**config.mk**
```make
export PLATFORM = sky130hd
export DESIGN_NAME = nv_commit_ctrl
export DESIGN_NICKNAME = d
export VERILOG_FILES = /design/src/rtl/nv_commit_pkg.sv /design/src/rtl/nv_snapshot.sv /design/src/rtl/nv_tw_timer.sv /design/src/rtl/nv_seq_fsm.sv /design/src/rtl/nv_commit_ctrl.sv
export SDC_FILE = /design/constraint.sdc
export NUM_CORES = 1
export LEC_CHECK = 0
export BUFFER_PORTS_ARGS = -buffer_cell sky130_fd_sc_hd__buf_2
export CAP_MARGIN = 10
export CORE_ASPECT_RATIO = 0.75
export CORE_MARGIN = 3
export CORE_UTILIZATION = 53
export CTS_CLUSTER_DIAMETER = 150
export DETAILED_ROUTE_END_ITERATION = 10
export PLACE_DENSITY = 0.85
export SYNTH_ARGS = -nofsm -noshare
export SYNTH_HDL_FRONTEND = slang
export SYNTH_SLANG_ARGS = --single-unit
```
**constraint.sdc**
```tcl
create_clock -name clk -period 2.3 [get_ports clk]
set_input_delay 0.46 -clock clk [delete_from_list [all_inputs] [get_ports clk]]
set_output_delay 0.46 -clock clk [all_outputs]
set_load 0.01 [all_outputs]
```
**src/rtl/nv_commit_pkg.sv**
```systemverilog
package nv_commit_pkg;
  typedef enum logic [1:0] {
    ST_IDLE    = 2'd0,
    ST_WAIT_ZC = 2'd1,
    ST_WRITE   = 2'd2,
    ST_WAIT_TW = 2'd3
  } nv_state_e;
endpackage

```
**src/rtl/nv_snapshot.sv**
```systemverilog
module nv_snapshot #(
  parameter int DATA_W  = 8,
  parameter int NUM_LOC = 3,
  localparam int LOC_W  = (NUM_LOC > 1) ? $clog2(NUM_LOC) : 1
) (
  input  logic                      clk,
  input  logic                      rst,
  input  logic                      cap_i,
  input  logic                      hold_i,
  input  logic [NUM_LOC*DATA_W-1:0] live_i,
  input  logic [LOC_W-1:0]          sel_i,
  output logic [DATA_W-1:0]         data_o
);
  logic [DATA_W-1:0] snap_q [NUM_LOC];

  for (genvar g = 0; g < NUM_LOC; g++) begin : g_loc
    always_ff @(posedge clk) begin
      if (rst) begin
        snap_q[g] <= '0;
      end else if (cap_i) begin
        snap_q[g] <= live_i[g*DATA_W +: DATA_W];
      end
    end

    // the captured copy holds still for the whole commit
    a_r6_snap_stable: assert property (@(posedge clk) disable iff (rst)
      (hold_i && !cap_i) |=> $stable(snap_q[g]));
  end

  always_comb begin
    data_o = '0;
    for (int i = 0; i < NUM_LOC; i++) begin
      if (sel_i == LOC_W'(i)) data_o = snap_q[i];
    end
  end
endmodule

```
**src/rtl/nv_tw_timer.sv**
```systemverilog
module nv_tw_timer #(
  parameter int TW_CYCLES = 1000,
  localparam int CNT_W = (TW_CYCLES > 1) ? $clog2(TW_CYCLES) : 1
) (
  input  logic clk,
  input  logic rst,
  input  logic start_i,
  output logic done_o
);
  logic             run_q;
  logic [CNT_W-1:0] cnt_q;

  always_ff @(posedge clk) begin
    if (rst) begin
      run_q <= 1'b0;
      cnt_q <= '0;
    end else if (start_i) begin
      run_q <= 1'b1;
      cnt_q <= CNT_W'(TW_CYCLES - 1);
    end else if (run_q) begin
      if (cnt_q == '0) run_q <= 1'b0;
      else             cnt_q <= cnt_q - 1'b1;
    end
  end

  assign done_o = run_q && (cnt_q == '0);

  // a running count steps down by one each cycle
  a_r5_timer_steps: assert property (@(posedge clk) disable iff (rst)
    (run_q && cnt_q != '0 && !start_i) |=> (run_q && cnt_q == $past(cnt_q) - 1'b1));
endmodule

```
**src/rtl/nv_seq_fsm.sv**
```systemverilog
module nv_seq_fsm
  import nv_commit_pkg::*;
#(
  parameter int NUM_LOC = 3,
  localparam int LOC_W  = (NUM_LOC > 1) ? $clog2(NUM_LOC) : 1
) (
  input  logic               clk,
  input  logic               rst,
  input  logic               stop_wr_i,
  input  logic               nv_mode_i,
  input  logic               zc_en_i,
  input  logic               zc_done_i,
  input  logic               tw_done_i,
  output logic               cap_o,
  output logic               tw_start_o,
  output logic               busy_o,
  output logic               write_o,
  output logic [LOC_W-1:0]   loc_o
);
  localparam logic [LOC_W-1:0] LAST_LOC = LOC_W'(NUM_LOC - 1);

  nv_state_e        state_q, state_d;
  logic [LOC_W-1:0] loc_q;

  always_comb begin
    state_d    = state_q;
    cap_o      = 1'b0;
    tw_start_o = 1'b0;
    unique case (state_q)
      ST_IDLE: begin
        if (stop_wr_i && nv_mode_i) begin
          cap_o   = 1'b1;
          state_d = zc_en_i ? ST_WAIT_ZC : ST_WRITE;
        end
      end
      ST_WAIT_ZC: if (zc_done_i) state_d = ST_WRITE;
      ST_WRITE: begin
        if (loc_q == LAST_LOC) begin
          state_d    = ST_WAIT_TW;
          tw_start_o = 1'b1;
        end
      end
      ST_WAIT_TW: if (tw_done_i) state_d = ST_IDLE;
      default: state_d = ST_IDLE;
    endcase
  end

  always_ff @(posedge clk) begin
    if (rst) begin
      state_q <= ST_IDLE;
      loc_q   <= '0;
    end else begin
      state_q <= state_d;
      if (state_q == ST_WRITE && loc_q != LAST_LOC) loc_q <= loc_q + 1'b1;
      else                                          loc_q <= '0;
    end
  end

  assign busy_o  = (state_q != ST_IDLE);
  assign write_o = (state_q == ST_WRITE);
  assign loc_o   = loc_q;

  // no storage write while waiting for the zero crossing
  a_r4_zc_hold: assert property (@(posedge clk) disable iff (rst)
    (state_q == ST_WAIT_ZC && !zc_done_i) |=> !write_o);
  // a STOP while busy never restarts the capture
  a_r7_no_recapture: assert property (@(posedge clk) disable iff (rst)
    busy_o |-> !cap_o);
  // the write phase always runs through its locations in order
  a_r3_loc_order: assert property (@(posedge clk) disable iff (rst)
    (write_o && loc_q != LAST_LOC) |=> (write_o && loc_q == $past(loc_q) + 1'b1));
endmodule

```
**src/rtl/nv_commit_ctrl.sv**
```systemverilog
module nv_commit_ctrl #(
  parameter int DATA_W    = 8,
  parameter int NUM_LOC   = 3,
  parameter int TW_CYCLES = 1000
) (
  input  logic                      clk,
  input  logic                      rst,
  input  logic                      stop_wr_i,
  input  logic                      nv_mode_i,
  input  logic                      zc_en_i,
  input  logic                      zc_done_i,
  input  logic [NUM_LOC*DATA_W-1:0] live_regs_i,
  output logic                      busy_o,
  output logic [NUM_LOC-1:0]        nv_we_o,
  output logic [DATA_W-1:0]         nv_wdata_o
);
  localparam int LOC_W = (NUM_LOC > 1) ? $clog2(NUM_LOC) : 1;

  logic             cap, tw_start, tw_done, writing;
  logic [LOC_W-1:0] loc;

  nv_seq_fsm #(.NUM_LOC(NUM_LOC)) u_fsm (
    .clk        (clk),
    .rst        (rst),
    .stop_wr_i  (stop_wr_i),
    .nv_mode_i  (nv_mode_i),
    .zc_en_i    (zc_en_i),
    .zc_done_i  (zc_done_i),
    .tw_done_i  (tw_done),
    .cap_o      (cap),
    .tw_start_o (tw_start),
    .busy_o     (busy_o),
    .write_o    (writing),
    .loc_o      (loc)
  );

  nv_snapshot #(.DATA_W(DATA_W), .NUM_LOC(NUM_LOC)) u_snap (
    .clk    (clk),
    .rst    (rst),
    .cap_i  (cap),
    .hold_i (busy_o),
    .live_i (live_regs_i),
    .sel_i  (loc),
    .data_o (nv_wdata_o)
  );

  nv_tw_timer #(.TW_CYCLES(TW_CYCLES)) u_tw (
    .clk     (clk),
    .rst     (rst),
    .start_i (tw_start),
    .done_o  (tw_done)
  );

  always_comb begin
    nv_we_o = '0;
    for (int i = 0; i < NUM_LOC; i++) begin
      if (writing && loc == LOC_W'(i)) nv_we_o[i] = 1'b1;
    end
  end

  // at most one location strobed per cycle
  a_r3_onehot_we: assert property (@(posedge clk) disable iff (rst)
    $onehot0(nv_we_o));
  // strobes only happen inside a busy period
  a_r3_we_busy: assert property (@(posedge clk) disable iff (rst)
    (|nv_we_o) |-> busy_o);
  // a nonvolatile STOP from idle raises busy
  a_r1_start: assert property (@(posedge clk) disable iff (rst)
    (!busy_o && stop_wr_i && nv_mode_i) |=> busy_o);
  // a volatile STOP from idle leaves the block idle
  a_r2_volatile: assert property (@(posedge clk) disable iff (rst)
    (!busy_o && stop_wr_i && !nv_mode_i) |=> (!busy_o && nv_we_o == '0));
endmodule

```
==> impl_metrics.csv <==
group,metric,value,unit
global_routing,grt-busiest-layer,"met1",
worst_setup_path,cp_cell_sequence,"inv_1 > ha_2 > nor2b_4 > a22oi_1 > o21ai_0 > buf_2",
worst_setup_path,crit_slowest_cell,"dfxtp_1",
clock_network,insertion_delay,290,ps
cells_and_area,antenna_cells,0,
routing,viasPerCell,5.281,
timing,relSlewSlack,0.2844,
clock_network,numCtsBuffers,5,
clock_network,cts.sinks,39,
power_and_ir_drop,p_leak,0.0009692,uW
clock_network,cts-root-buf,"clkbuf_8",
floorplanning,die_y,58.39,um
synthesis,syn_inst,188,
run,cap_viol_max_count,0,
synthesis,ys_ff_latch,39,
cells_and_area,final_cells,281,
synthesis,yosys_warnings,0,
global_routing,grtUsageMet1,0.2881,
global_routing,grt_max_degree,25,
synthesis,syn_nets,227,
routing,drtPass1Iterations,4,
worst_setup_path,rrSetupSlack,290,ps
cells_and_area,nFillCells,249,
synthesis,netlist.area_leader.share,0.3716,
worst_setup_path,reg2reg_to,"u_snap.snap_q[1][3]",
global_routing,gr-total-overflow,0,
worst_setup_path,cp.required,1840,ps
timing,worstMarginPinSlew,1069,ps
clock_network,cts_setup_buffers,0,
synthesis,seq_area_frac_synth,0.5265,
synthesis,syn_area,1939,um2
cells_and_area,nets,269,
hold_path,hold_class,"in2reg",
timing,fmax,0.4735,GHz
cells_and_area,multi_input_area,845.8,um2
timing,fin_skew,7.936,ps
worst_setup_path,reg2regPathDepth,5,
place,hpwl,2804,um
run_status,outcome,"complete, no violations",
floorplanning,rows,18,
hold_path,holdPathStages,2,
worst_setup_path,r2r-start,"u_fsm.state_q[0]",
hold_path,min_from,"live_regs_i[0]",
clock_network,h-tree-depth,2,
clock_network,cts_tree,"yes",
timing,finalHoldViolCount,0,
cells_and_area,seq_area,1021,um2
floorplanning,dieArea,4429,um2
power_and_ir_drop,ir_drop,0.7754,mV
cells_and_area,areaGrowthSynthToFinish,19.35,%
global_routing,antenna_found_initial,0,
timing,fin_ws,188.0,ps
floorplanning,io_pins,42,
global_routing,grt_pass1_wl,6341,um
worst_setup_path,path_class,"reg2out",
global_routing,globalRouteTotalUtil,0.1935,
synthesis,synthTopCellsByArea,"edfxtp_1, dfxtp_1, and2_1",
routing,post-route-drc-count,0,
timing,setup_viol,0,
worst_setup_path,cp_slowest_stage_delay,340,ps
cells_and_area,drive_above_1_share,0.2554,
power_and_ir_drop,power.density,830.9,nW/um2
hold_path,whs_endpoint,"u_snap.snap_q[0][0]",
worst_setup_path,start_kind,"flip-flop",
synthesis,synth.distinct_cells,36,
routing,wl,3913,um
floorplanning,core-area,3401,um2
timing,setup_total_negative_slack,0,ps
place,post-place-ws,143.6,ps
place,place_congestion,0.8199,
clock_network,clkTransAtPathRegs,80,ps
worst_setup_path,critical_path.max_fanout,11,
routing,detail_route.iter0.violations,133,
global_routing,met3_usage,0.05802,
timing,fin_crit,2112,ps
timing,rsz0062_at_grt,"no",
timing,fin_crit_sh,0.9183,
clock_network,max-clock-path-buffers,2,
place,port_buffers,41,
synthesis,yosys.area.top_type,"edfxtp_1",
synthesis,avgSynthCellArea,10.32,um2
worst_setup_path,crit_arrival,1650,ps
floorplanning,start_util,0.5703,
routing,drtAntennaViolNets,0,
global_routing,grt_pass1_vias,1352,
global_routing,grt_util_met2,0.2585,
routing,wl_per_cell,13.93,um
routing,vias,1484,
worst_setup_path,cp-end-kind,"output port",
timing,final_max_slew_viol_count,0,
place,place_inst,273,
floorplanning,die_width,75.85,um
-- flip-flops by register name (all words and copies together) (netlist names) --
name / count
u_snap.snap_q: 24
u_tw.cnt_q: 10
u_fsm.loc_o: 2
u_fsm.state_q: 2
u_tw.run_q: 1
-- synthesized netlist by cell type --
master,number
a211oi_1,1
a21oi_1,10
a221oi_1,1
a22oi_1,7
a311oi_1,2
a31oi_1,4
a41oi_1,1
and2_1,26
and3b_1,1
and4_1,1
buf_4,1
clkbuf_1,8
dfxtp_1,15
edfxtp_1,24
ha_1,9
inv_1,12
mux2_2,1
mux2i_1,2
nand2_1,15
nand2b_1,2
nand3_1,2
nand3b_1,1
nand4bb_1,1
nor2_1,9
nor2b_1,3
nor3_1,4
nor3b_1,1
o21a_1,1
o21ai_0,11
o31ai_1,2
o41ai_2,1
or2_2,2
or3_1,2
or4_1,3
or4b_4,1
xnor2_1,1
-- how the worst max path moves through the flow --
stage | startpoint | to | depth (start not counted)
after global placement | u_fsm.loc_o[1] | nv_wdata_o[4] | 6
after detailed placement | u_fsm.loc_o[1] | nv_wdata_o[4] | 6
after floorplan | u_tw.cnt_q[0] | u_tw.cnt_q[7] | 4
final | u_fsm.loc_o[1] | nv_wdata_o[4] | 6
after CTS | u_fsm.loc_o[1] | nv_wdata_o[4] | 6
after global routing | u_fsm.state_q[0] | u_snap.snap_q[1][3] | 5
-- logic make-up after synthesis --
| logic type | after synthesis | synth area share |
|---|---|---|
| DFF | 39 | 0.5265 |
| xor gates and xnor gates | 1 | 0.004517 |
| buffers and inverters | 21 | 0.04258 |
| muxes | 3 | 0.01613 |
| AOI/OAI and AO/OA | 41 | 0.1361 |
| and+or+nand+nor | 74 | 0.2161 |
| adders and majority gates | 9 | 0.05807 |
-- critical path, delay by kind of cell (launching register included) --
kind,cells,cell delay (ps)
fa+ha+maj,1,260
simple gates,1,240
compound gates,2,290
buf+inv,2,230
flops,1,340
-- power by group --
part           internal [uW]  total (uW)  switching [uW]  leakage, uW
clock                    323         569             246    0.0000581
combinational            206         479             273     0.000537
sequential               835         876            40.5     0.000374
-- layer usage --
metal,vias up,wire length (um)
met5,-,0
met4,0,53
met3,4,215
met2,38,1719
met1,691,1924
li1,751,-
-- area by class of cell --
cell class	count	share of cell area
multi-input combinational	128	0.3654
inverter	12	0.01946
tap	50	0.02703
clock inverter	3	0.01892
timing repair buffer	44	0.09838
sequential	39	0.4411
clock buffer	5	0.02973
-- through the flow --
step	power [uW]	util	hold slack (ps)	area (um2)
finish	1923	0.6806	437.2	2315
global route	2022	0.6806	436.1	2315
CTS	1926	0.6799	437.3	2312
detailed placement	1352	0.6446	455.9	2192
global placement	1336	0.6446	446.9	2192
floorplan	1191	-	427.3	1939
-- cells in the final DEF, fill, tap and decap left out, types with 2 or more instances in the layout --
cell	n
a21oi_1	10
a22oi_1	7
a311oi_1	2
a31oi_1	4
and2_1	26
buf_2	41
buf_4	3
clkbuf_8	5
dfxtp_1	15
edfxtp_1	24
ha_1	8
inv_1	12
mux2i_1	2
nand2_1	15
nand2b_1	2
nand3_1	2
nor2_1	9
nor2b_1	2
nor3_1	4
o21ai_0	11
o31ai_1	2
or2_2	2
or3_1	2
or4_1	3
-- repair_timing --
| action | in CTS | in global routing |
|---|---|---|
| setup endpoints to repair | 7 | 7 |
| hold buffers | 0 | 0 |
| gates resized for setup | 2 | 1 |
(Power assumes the default switching activity.)
